### src/rtl/uart_flag_pkg.sv
package uart_flag_pkg;

    typedef enum logic [1:0] {
        MODE_ASYNC = 2'b00,
        MODE_MULTI = 2'b01,
        MODE_SYNC  = 2'b10,
        MODE_LIN   = 2'b11
    } op_mode_e;

    typedef struct packed {
        logic full;
        logic ovr;
        logic frm;
        logic par;
    } rx_flags_t;

    // next value of a sticky flag: a set always beats a clear
    function automatic logic flag_next(input logic q, input logic set, input logic clr);
        return set | (q & ~clr);
    endfunction

endpackage

### src/rtl/uart_flag_bit.sv
module uart_flag_bit #(
    parameter logic RST_VAL = 1'b0
) (
    input  logic clk,
    input  logic rst,
    input  logic set,
    input  logic clr,
    output logic q
);
    import uart_flag_pkg::*;

    always_ff @(posedge clk) begin
        if (rst) q <= RST_VAL;
        else     q <= flag_next(q, set, clr);
    end

endmodule

### src/rtl/uart_rx_status.sv
module uart_rx_status #(
    parameter int DATA_W = 8
) (
    input  logic              clk,
    input  logic              rst,
    input  logic              char_done,
    input  logic [DATA_W-1:0] char_in,
    input  logic              frame_err,
    input  logic              parity_err,
    input  logic              rd_buf,
    input  logic              err_clr,
    output uart_flag_pkg::rx_flags_t flags,
    output logic [DATA_W-1:0] data_q
);
    import uart_flag_pkg::*;

    logic accept;
    logic overrun;

    // a read in the same cycle frees the buffer for the incoming character
    assign accept  = char_done & (~flags.full | rd_buf);
    assign overrun = char_done & flags.full & ~rd_buf;

    uart_flag_bit #(.RST_VAL(1'b0)) u_full (
        .clk(clk), .rst(rst), .set(accept), .clr(rd_buf), .q(flags.full));
    uart_flag_bit #(.RST_VAL(1'b0)) u_ovr (
        .clk(clk), .rst(rst), .set(overrun), .clr(err_clr), .q(flags.ovr));
    uart_flag_bit #(.RST_VAL(1'b0)) u_frm (
        .clk(clk), .rst(rst), .set(accept & frame_err), .clr(err_clr), .q(flags.frm));
    uart_flag_bit #(.RST_VAL(1'b0)) u_par (
        .clk(clk), .rst(rst), .set(accept & parity_err), .clr(err_clr), .q(flags.par));

    always_ff @(posedge clk) begin
        if (rst)         data_q <= '0;
        else if (accept) data_q <= char_in;
    end

    p_accept_loads_r2: assert property (@(posedge clk) disable iff (rst)
        (char_done && (!flags.full || rd_buf)) |=> (flags.full && data_q == $past(char_in)));

    p_overrun_keeps_r3: assert property (@(posedge clk) disable iff (rst)
        (char_done && flags.full && !rd_buf) |=> (flags.ovr && flags.full && $stable(data_q)));

    p_frame_on_accept_r4: assert property (@(posedge clk) disable iff (rst)
        (accept && frame_err) |=> flags.frm);

    p_err_clear_r5: assert property (@(posedge clk) disable iff (rst)
        (err_clr && !char_done) |=> (!flags.ovr && !flags.frm && !flags.par));

endmodule

### src/rtl/uart_irq_gen.sv
module uart_irq_gen (
    input  uart_flag_pkg::rx_flags_t rx_flags,
    input  logic tx_empty,
    input  logic brk_flag,
    input  logic rx_ie,
    input  logic tx_ie,
    input  logic brk_ie,
    output logic irq_rx,
    output logic irq_tx,
    output logic irq_brk
);
    import uart_flag_pkg::*;

    always_comb begin
        irq_rx  = rx_ie & (|rx_flags);
        irq_tx  = tx_ie & tx_empty;
        irq_brk = brk_ie & brk_flag;
    end

endmodule

### src/rtl/uart_irq_flags.sv
module uart_irq_flags #(
    parameter int DATA_W = 8
) (
    input  logic              clk,
    input  logic              rst,
    input  logic [1:0]        mode,
    input  logic              rx_ie,
    input  logic              tx_ie,
    input  logic              brk_ie,
    input  logic              rx_char_done,
    input  logic [DATA_W-1:0] rx_char,
    input  logic              rx_frame_err,
    input  logic              rx_parity_err,
    input  logic              tx_load,
    input  logic              brk_det,
    input  logic              rd_rxbuf,
    input  logic              wr_txbuf,
    input  logic              wr_err_clr,
    input  logic              wr_brk,
    input  logic              wr_brk_val,
    output logic              rx_full,
    output logic [DATA_W-1:0] rx_data_q,
    output logic              ovr_err,
    output logic              frm_err,
    output logic              par_err,
    output logic              tx_empty,
    output logic              brk_flag,
    output logic              irq_rx,
    output logic              irq_tx,
    output logic              irq_brk
);
    import uart_flag_pkg::*;

    op_mode_e  mode_e;
    rx_flags_t rx_flags;
    logic      lin_on;
    logic      brk_set;
    logic      brk_clr;

    assign mode_e  = op_mode_e'(mode);
    assign lin_on  = (mode_e == MODE_LIN);
    assign brk_set = brk_det & lin_on;
    assign brk_clr = wr_brk & ~wr_brk_val;

    uart_rx_status #(.DATA_W(DATA_W)) u_rx (
        .clk(clk), .rst(rst),
        .char_done(rx_char_done), .char_in(rx_char),
        .frame_err(rx_frame_err), .parity_err(rx_parity_err),
        .rd_buf(rd_rxbuf), .err_clr(wr_err_clr),
        .flags(rx_flags), .data_q(rx_data_q));

    uart_flag_bit #(.RST_VAL(1'b1)) u_txe (
        .clk(clk), .rst(rst), .set(tx_load), .clr(wr_txbuf), .q(tx_empty));

    uart_flag_bit #(.RST_VAL(1'b0)) u_brk (
        .clk(clk), .rst(rst), .set(brk_set), .clr(brk_clr), .q(brk_flag));

    uart_irq_gen u_irq (
        .rx_flags(rx_flags), .tx_empty(tx_empty), .brk_flag(brk_flag),
        .rx_ie(rx_ie), .tx_ie(tx_ie), .brk_ie(brk_ie),
        .irq_rx(irq_rx), .irq_tx(irq_tx), .irq_brk(irq_brk));

    assign rx_full = rx_flags.full;
    assign ovr_err = rx_flags.ovr;
    assign frm_err = rx_flags.frm;
    assign par_err = rx_flags.par;

    p_tx_set_wins_r6: assert property (@(posedge clk) disable iff (rst)
        tx_load |=> tx_empty);

    p_tx_clear_r6: assert property (@(posedge clk) disable iff (rst)
        (wr_txbuf && !tx_load) |=> !tx_empty);

    p_brk_mode_gate_r7: assert property (@(posedge clk) disable iff (rst)
        (mode != 2'b11 && !brk_flag) |=> !brk_flag);

    p_brk_clear_r8: assert property (@(posedge clk) disable iff (rst)
        (wr_brk && !wr_brk_val && !(brk_det && mode == 2'b11)) |=> !brk_flag);

    p_brk_write1_r8: assert property (@(posedge clk) disable iff (rst)
        (brk_flag && wr_brk && wr_brk_val) |=> brk_flag);

endmodule

### config.mk
export PLATFORM = sky130hd
export DESIGN_NAME = uart_irq_flags
export DESIGN_NICKNAME = d
export VERILOG_FILES = /design/src/rtl/uart_flag_pkg.sv /design/src/rtl/uart_flag_bit.sv /design/src/rtl/uart_rx_status.sv /design/src/rtl/uart_irq_gen.sv /design/src/rtl/uart_irq_flags.sv
export SDC_FILE = /design/constraint.sdc
export NUM_CORES = 1
export LEC_CHECK = 0
export CAP_MARGIN = 10
export CORE_AREA = 2 2 39 41
export DETAILED_ROUTE_END_ITERATION = 10
export DIE_AREA = 0 0 41 43
export DONT_BUFFER_PORTS = 1
export GPL_ROUTABILITY_DRIVEN = 0
export PLACE_DENSITY = 0.65
export SLEW_MARGIN = 20
export SYNTH_ARGS = -nofsm -noshare
export SYNTH_HDL_FRONTEND = slang
export SYNTH_SLANG_ARGS = --single-unit
### constraint.sdc
create_clock -name clk -period 1 [get_ports clk]
set_clock_uncertainty 0.05 [all_clocks]
set_input_delay 0.1 -clock clk [delete_from_list [all_inputs] [get_ports clk]]
set_output_delay 0.1 -clock clk [all_outputs]
set_load 0.02 [all_outputs]
==> flow_summary.toml, run 1 <==
[die]
fp.dieArea_um2 = 1760
fp.coreArea_um2 = 1380
start_util_pct = 40.1
io_pins = 42
die_w_um = 41
rows = 14
die_h_um = 43

[layout]
area_delta_synth_final_pct = 61.9
n_antenna_cell = 0
multiInputGateArea_um2 = 244
final_util_pct = 64.8
final_cells = 114
drive_gt1_share_pct = 27.6
final_area_um2 = 897
seqCellArea_um2 = 285
final_common_cell = "dlygate4sd3_1"
nFillCells = 120
final_cell_mix = "17 x dlygate4sd3_1, 14 x buf_4, 13 x a21oi_1"
fin_nets = 124

[clock_tree]
htreeDepth = 1
clock_latency_ps = 270
cts_sinks = 14
post_cts_buffers = 0
cts-root-buf = "clkbuf_4"
clock_path_buffers = 2
clk_pin_slew_worst_paths_ps = 80
cts_tree = "yes"
cts_made_buffers = 3

[worst_setup_path]
endpoint_kind = "primary output"
r2r_slack_ps = 80
critPathMaxStageDelay_ps = 510
r2r_start = "u_rx.u_full.q$_SDFF_PP0_"
critPathTopFamily = "compound AO/OA/AOI/OAI gates"
cp-start-kind = "flip-flop"
reg2reg_to = "u_rx.data_q[3]$_SDFFE_PP0N_"
critPathMaxFanout = 2
crit_slowest_cell = "o41a_1"
crit_type = "reg2out"
required_ps = 850
path_buf_inv = 0
crit_arrival_ps = 1100
cp_cell_sequence = "o41a_1"
r2r_cells = 3

[placed_design]
place_area_um2 = 659
dp_hpwl_um = 908
port_buffers = 0
dp_cells = 91
dp_slack_ps = 45.2

[routing]
drtAntennaViolNets = 0
via_count = 565
dr.pass1.iters = 4
drc = 0
wirelength_mm = 1.45
wire_per_inst_um = 12.7
drt_iter0_markers = 8
via_per_inst = 4.96

[yosys]
ys_ff_latch = 14
synth_cell_type_count = 17
syn-cell-area_um2 = 554
muxShareOfSynthArea_pct = 0
syn_inst = 64
synth_compound_gate_area_share_pct = 22.8
synth_xor_area_share_pct = 0
yosysWarnings = 0
synth_top_family_by_area = "compound AO/OA/AOI/OAI gates"
synth-simple-area-share_pct = 20.3
synth.top_cell.area_share_pct = 50.6
synth_fa_ha_area_share_pct = 0
synth_area_per_cell_um2 = 8.66
syn_nets = 89
synth_top_cell_by_area = "dfxtp_1"
ys_seq_area_share_pct = 50.6
synthTopCellsByArea = "dfxtp_1 51%, a21oi_1 12%, nand3_1 9.9%, o21ai_1 7.2%, and2_1 2.3%"

[outcome]
status = "complete, but fails checks"
violations = "negative setup slack"

[global_route]
grt_pass1_vias = 521
grtUsageTotal_pct = 18.1
antenna_found_initial = 0
grt_max_degree = 15
grt_pass1_wl_mm = 2.19
gr-total-overflow = 0

[pwr]
p_leak_nw = 0.394
p_total_mw = 1.25
irDropWorstVdd_mv = 0.987
power_density_nw_per_um2 = 1390

[timing]
layout_setup_ws_ps = -251
worstMarginPinSlew_ps = 519
max_freq_mhz = 799
post-route-min-period_ps = 1250
slew_viol_final = 0
rsz0062_at_grt = "yes"
finalHoldViolations = 0
holdWs_ps = 39.1
maxSlewHeadroom_pct = 65.4
period_share_pct = 125
setup-tns-final_ps = -251
setup_violations = 1

[worst_hold_path]
hp-class = "in2reg"
min_from = "wr_brk"
holdPathStages = 3
holdPathEnd = "u_brk.q$_SDFF_PP0_"

[flow_run]
maxCapViolCount = 0
==> cell usage after synthesis <==
cell type and instances:
o21ai_0 2, nor2b_1 1, nand2b_1 2, buf_4 1, a21oi_1 13, nand2b_2 1, inv_1 2, buf_6 1
o41a_1 1, buf_2 1, inv_2 1, nand3_1 11, nor2_1 2, dfxtp_1 14, o21ai_1 8, and2b_4 1
and2_1 2
==> repair_timing <==
action	CTS	global route
resized for setup	2	5
hold buffers	19	0
endpoints found under the setup margin	3	17
endpoints found under the hold margin	14	0
==> cell type report <==
cell class,instances,share of cell area [%]
Sequential cell,14,31.8
Inverter,3,1.26
Multi-Input combinational cell,44,27.2
Timing Repair Buffer,33,33.5
Tap cell,16,2.23
Clock buffer,4,4.04
==> power by group <==
| group | internal [mW] | total [mW] | switching [mW] |
|---|---|---|---|
| logic | 0.124 | 0.245 | 0.121 |
| clock network | 0.221 | 0.396 | 0.175 |
| registers | 0.590 | 0.607 | 0.0171 |
| total | 0.934 | 1.25 | 0.313 |
==> how the worst max path moves through the flow <==
stage,depth (start not counted),from,to
after floorplan,1,u_rx.u_par.q$_SDFF_PP0_,irq_rx
after detailed placement,1,u_rx.u_par.q$_SDFF_PP0_,irq_rx
final,1,u_rx.u_par.q$_SDFF_PP0_,irq_rx
after global placement,1,u_rx.u_par.q$_SDFF_PP0_,irq_rx
after global routing,1,u_rx.u_par.q$_SDFF_PP0_,irq_rx
after CTS,1,u_rx.u_par.q$_SDFF_PP0_,irq_rx
==> kinds of logic (layout without fill, tap and decap cells) <==
logic type      count (synthesis)  after routing
buf+inv                         6             40
flops                          14             14
simple gates                   20             20
compound gates                 24             24
==> per-layer routing <==
metal,global-route usage (%),vias up,routed length [µm]
met4,6.00,0,9
met2,30.9,29,718
li1,-,290,-
met5,0,-,0
met1,21.2,244,593
met3,3.14,2,127
==> worst register-to-register path: cells and delay by family (launching register included) <==
| kind | cells | cell delay (ps) |
|---|---|---|
| AOI/OAI and AO/OA | 2 | 200 |
| and+or+nand+nor | 1 | 200 |
| DFF | 1 | 340 |
==> sequential cells by signal, indices dropped and copies added (netlist names) <==
name,cells
u_rx.u_frm.q,1
u_txe.q,1
u_rx.u_ovr.q,1
u_rx.u_par.q,1
u_brk.q,1
u_rx.u_full.q,1
u_rx.data_q,8
No activity file was read; power rests on OpenSTA's default activity.
==> inputs of run 2 (changes only) <==
CORE_AREA = not set   (was 2 2 39 41)
CORE_UTILIZATION = 42   (was not set)
DIE_AREA = not set   (was 0 0 41 43)
==> flow_summary.toml, run 2 (same netlist as run 1, synthesis figures left out) <==
[pwr]
power_density_nw_per_um2 = 1310
p_total_mw = 1.17
irDropWorstVdd_mv = 0.914
p_leak_nw = 0.391

[timing]
period_share_pct = 125
maxSlewHeadroom_pct = 64.6
slew_viol_final = 0
post-route-min-period_ps = 1250
finalHoldViolations = 0
max_freq_mhz = 798
worstMarginPinSlew_ps = 531
layout_setup_ws_ps = -253
setup_violations = 1
rsz0062_at_grt = "yes"
setup-tns-final_ps = -253

[die]
rows = 12
die_h_um = 38.3
start_util_pct = 47.3
fp.coreArea_um2 = 1170
die_w_um = 38.3
io_pins = 42
fp.dieArea_um2 = 1470

[placed_design]
place_area_um2 = 657
dp_slack_ps = 47.1
dp_cells = 89
port_buffers = 0

[worst_setup_path]
critPathTopFamily = "compound AO/OA/AOI/OAI gates"
required_ps = 850
critPathMaxStageDelay_ps = 510
critPathMaxFanout = 2
crit_type = "reg2out"
r2r_cells = 3
path_buf_inv = 0
reg2reg_to = "u_rx.u_frm.q$_SDFF_PP0_"
crit_arrival_ps = 1100
crit_slowest_cell = "o41a_1"
r2r_slack_ps = 50
cp_cell_sequence = "o41a_1"
r2r_start = "u_rx.u_full.q$_SDFF_PP0_"
cp-start-kind = "flip-flop"
endpoint_kind = "primary output"

[layout]
fin_nets = 125
final_common_cell = "dlygate4sd3_1"
final_cell_mix = "18 x dlygate4sd3_1, 14 x buf_4, 13 x a21oi_1"
area_delta_synth_final_pct = 61.4
n_antenna_cell = 0
final_cells = 112
final_area_um2 = 895
largest_reg_flops = 8
top_register = "u_rx.data_q"
drive_gt1_share_pct = 27.6

[routing]
via_count = 597
wire_per_inst_um = 14.0
dr.pass1.iters = 4
via_per_inst = 5.33
drtAntennaViolNets = 0
drt_iter0_markers = 2
wirelength_mm = 1.57
drc = 0

[outcome]
violations = "negative setup slack"
status = "complete, but fails checks"

[clock_tree]
cts_tree = "yes"
post_cts_buffers = 0
htreeDepth = 1
cts_made_buffers = 3
cts_sinks = 14
clock_latency_ps = 270
cts-root-buf = "clkbuf_4"
clk_pin_slew_worst_paths_ps = 80
clock_path_buffers = 2

[global_route]
gr-total-overflow = 0
grt_max_degree = 15
grt_pass1_wl_mm = 2.09
antenna_found_initial = 0
grtUsageTotal_pct = 21.7
grt_pass1_vias = 497

[worst_hold_path]
hp-class = "in2reg"
holdPathEnd = "u_brk.q$_SDFF_PP0_"
min_from = "wr_brk"
holdPathStages = 3

[flow_run]
maxCapViolCount = 0
==> run 2: cell count changes in the layout (fill, tap and decap cells not counted) <==
cell,delta
clkbuf_8,-1
dlygate4sd3_1,+1
o21ai_1,-1
o21ai_2,+1
==> run 2: worst min-delay path, cell delays in order <==
cell	delay, ps
inv_1	30
o21ai_0	70
a21oi_1	120
==> run 2: area by class of cell <==
type	instances	area [µm²]
Fill cell	92	277
Clock buffer	3	22.5
Timing Repair Buffer	34	310
Multi-Input combinational cell	44	248
Tap cell	14	17.5
Sequential cell	14	285
Inverter	3	11.3
==> run 2: how the worst max path moves through the flow <==
stage                                 start     end  slack [ps]  cells past startpoint
floorplan           u_rx.u_par.q$_SDFF_PP0_  irq_rx          -2                      1
global placement    u_rx.u_par.q$_SDFF_PP0_  irq_rx          50                      1
detailed placement  u_rx.u_par.q$_SDFF_PP0_  irq_rx          50                      1
CTS                 u_rx.u_par.q$_SDFF_PP0_  irq_rx        -260                      1
global route        u_rx.u_par.q$_SDFF_PP0_  irq_rx        -280                      1
finish              u_rx.u_par.q$_SDFF_PP0_  irq_rx        -250                      1
==> run 2: power by group <==
group	switching [mW]	total (mW)	internal [mW]	leakage, nW
Clock	0.172	0.312	0.139	0.0138
Sequential	0.0191	0.609	0.590	0.116
Combinational	0.124	0.251	0.127	0.261
==> run 2: timing repair <==
action | 4_1_cts | 5_1_grt
cloned | 0 | 0
hold buffers | 20 | 0
endpoints found under the setup margin | 3 | 17
endpoints found under the hold margin | 14 | 0
resized for setup | 2 | 6
==> run 2: metrics by stage <==
step | hold WS [ps] | util, %
finish | 30.0 | 76.4
global route | 102 | 76.4
CTS | 17.8 | 75.3
detailed placement | 116 | 56.1
global placement | 113 | 56.1
floorplan | 112 | -
==> run 2: per-layer routing <==
metal | share of wire, % | global-route usage (%)
met2 | 53 | 41.9
met4 | 0.51 | 5.36
met5 | 0 | 0
met1 | 41 | 20.7
met3 | 4.9 | 8.72
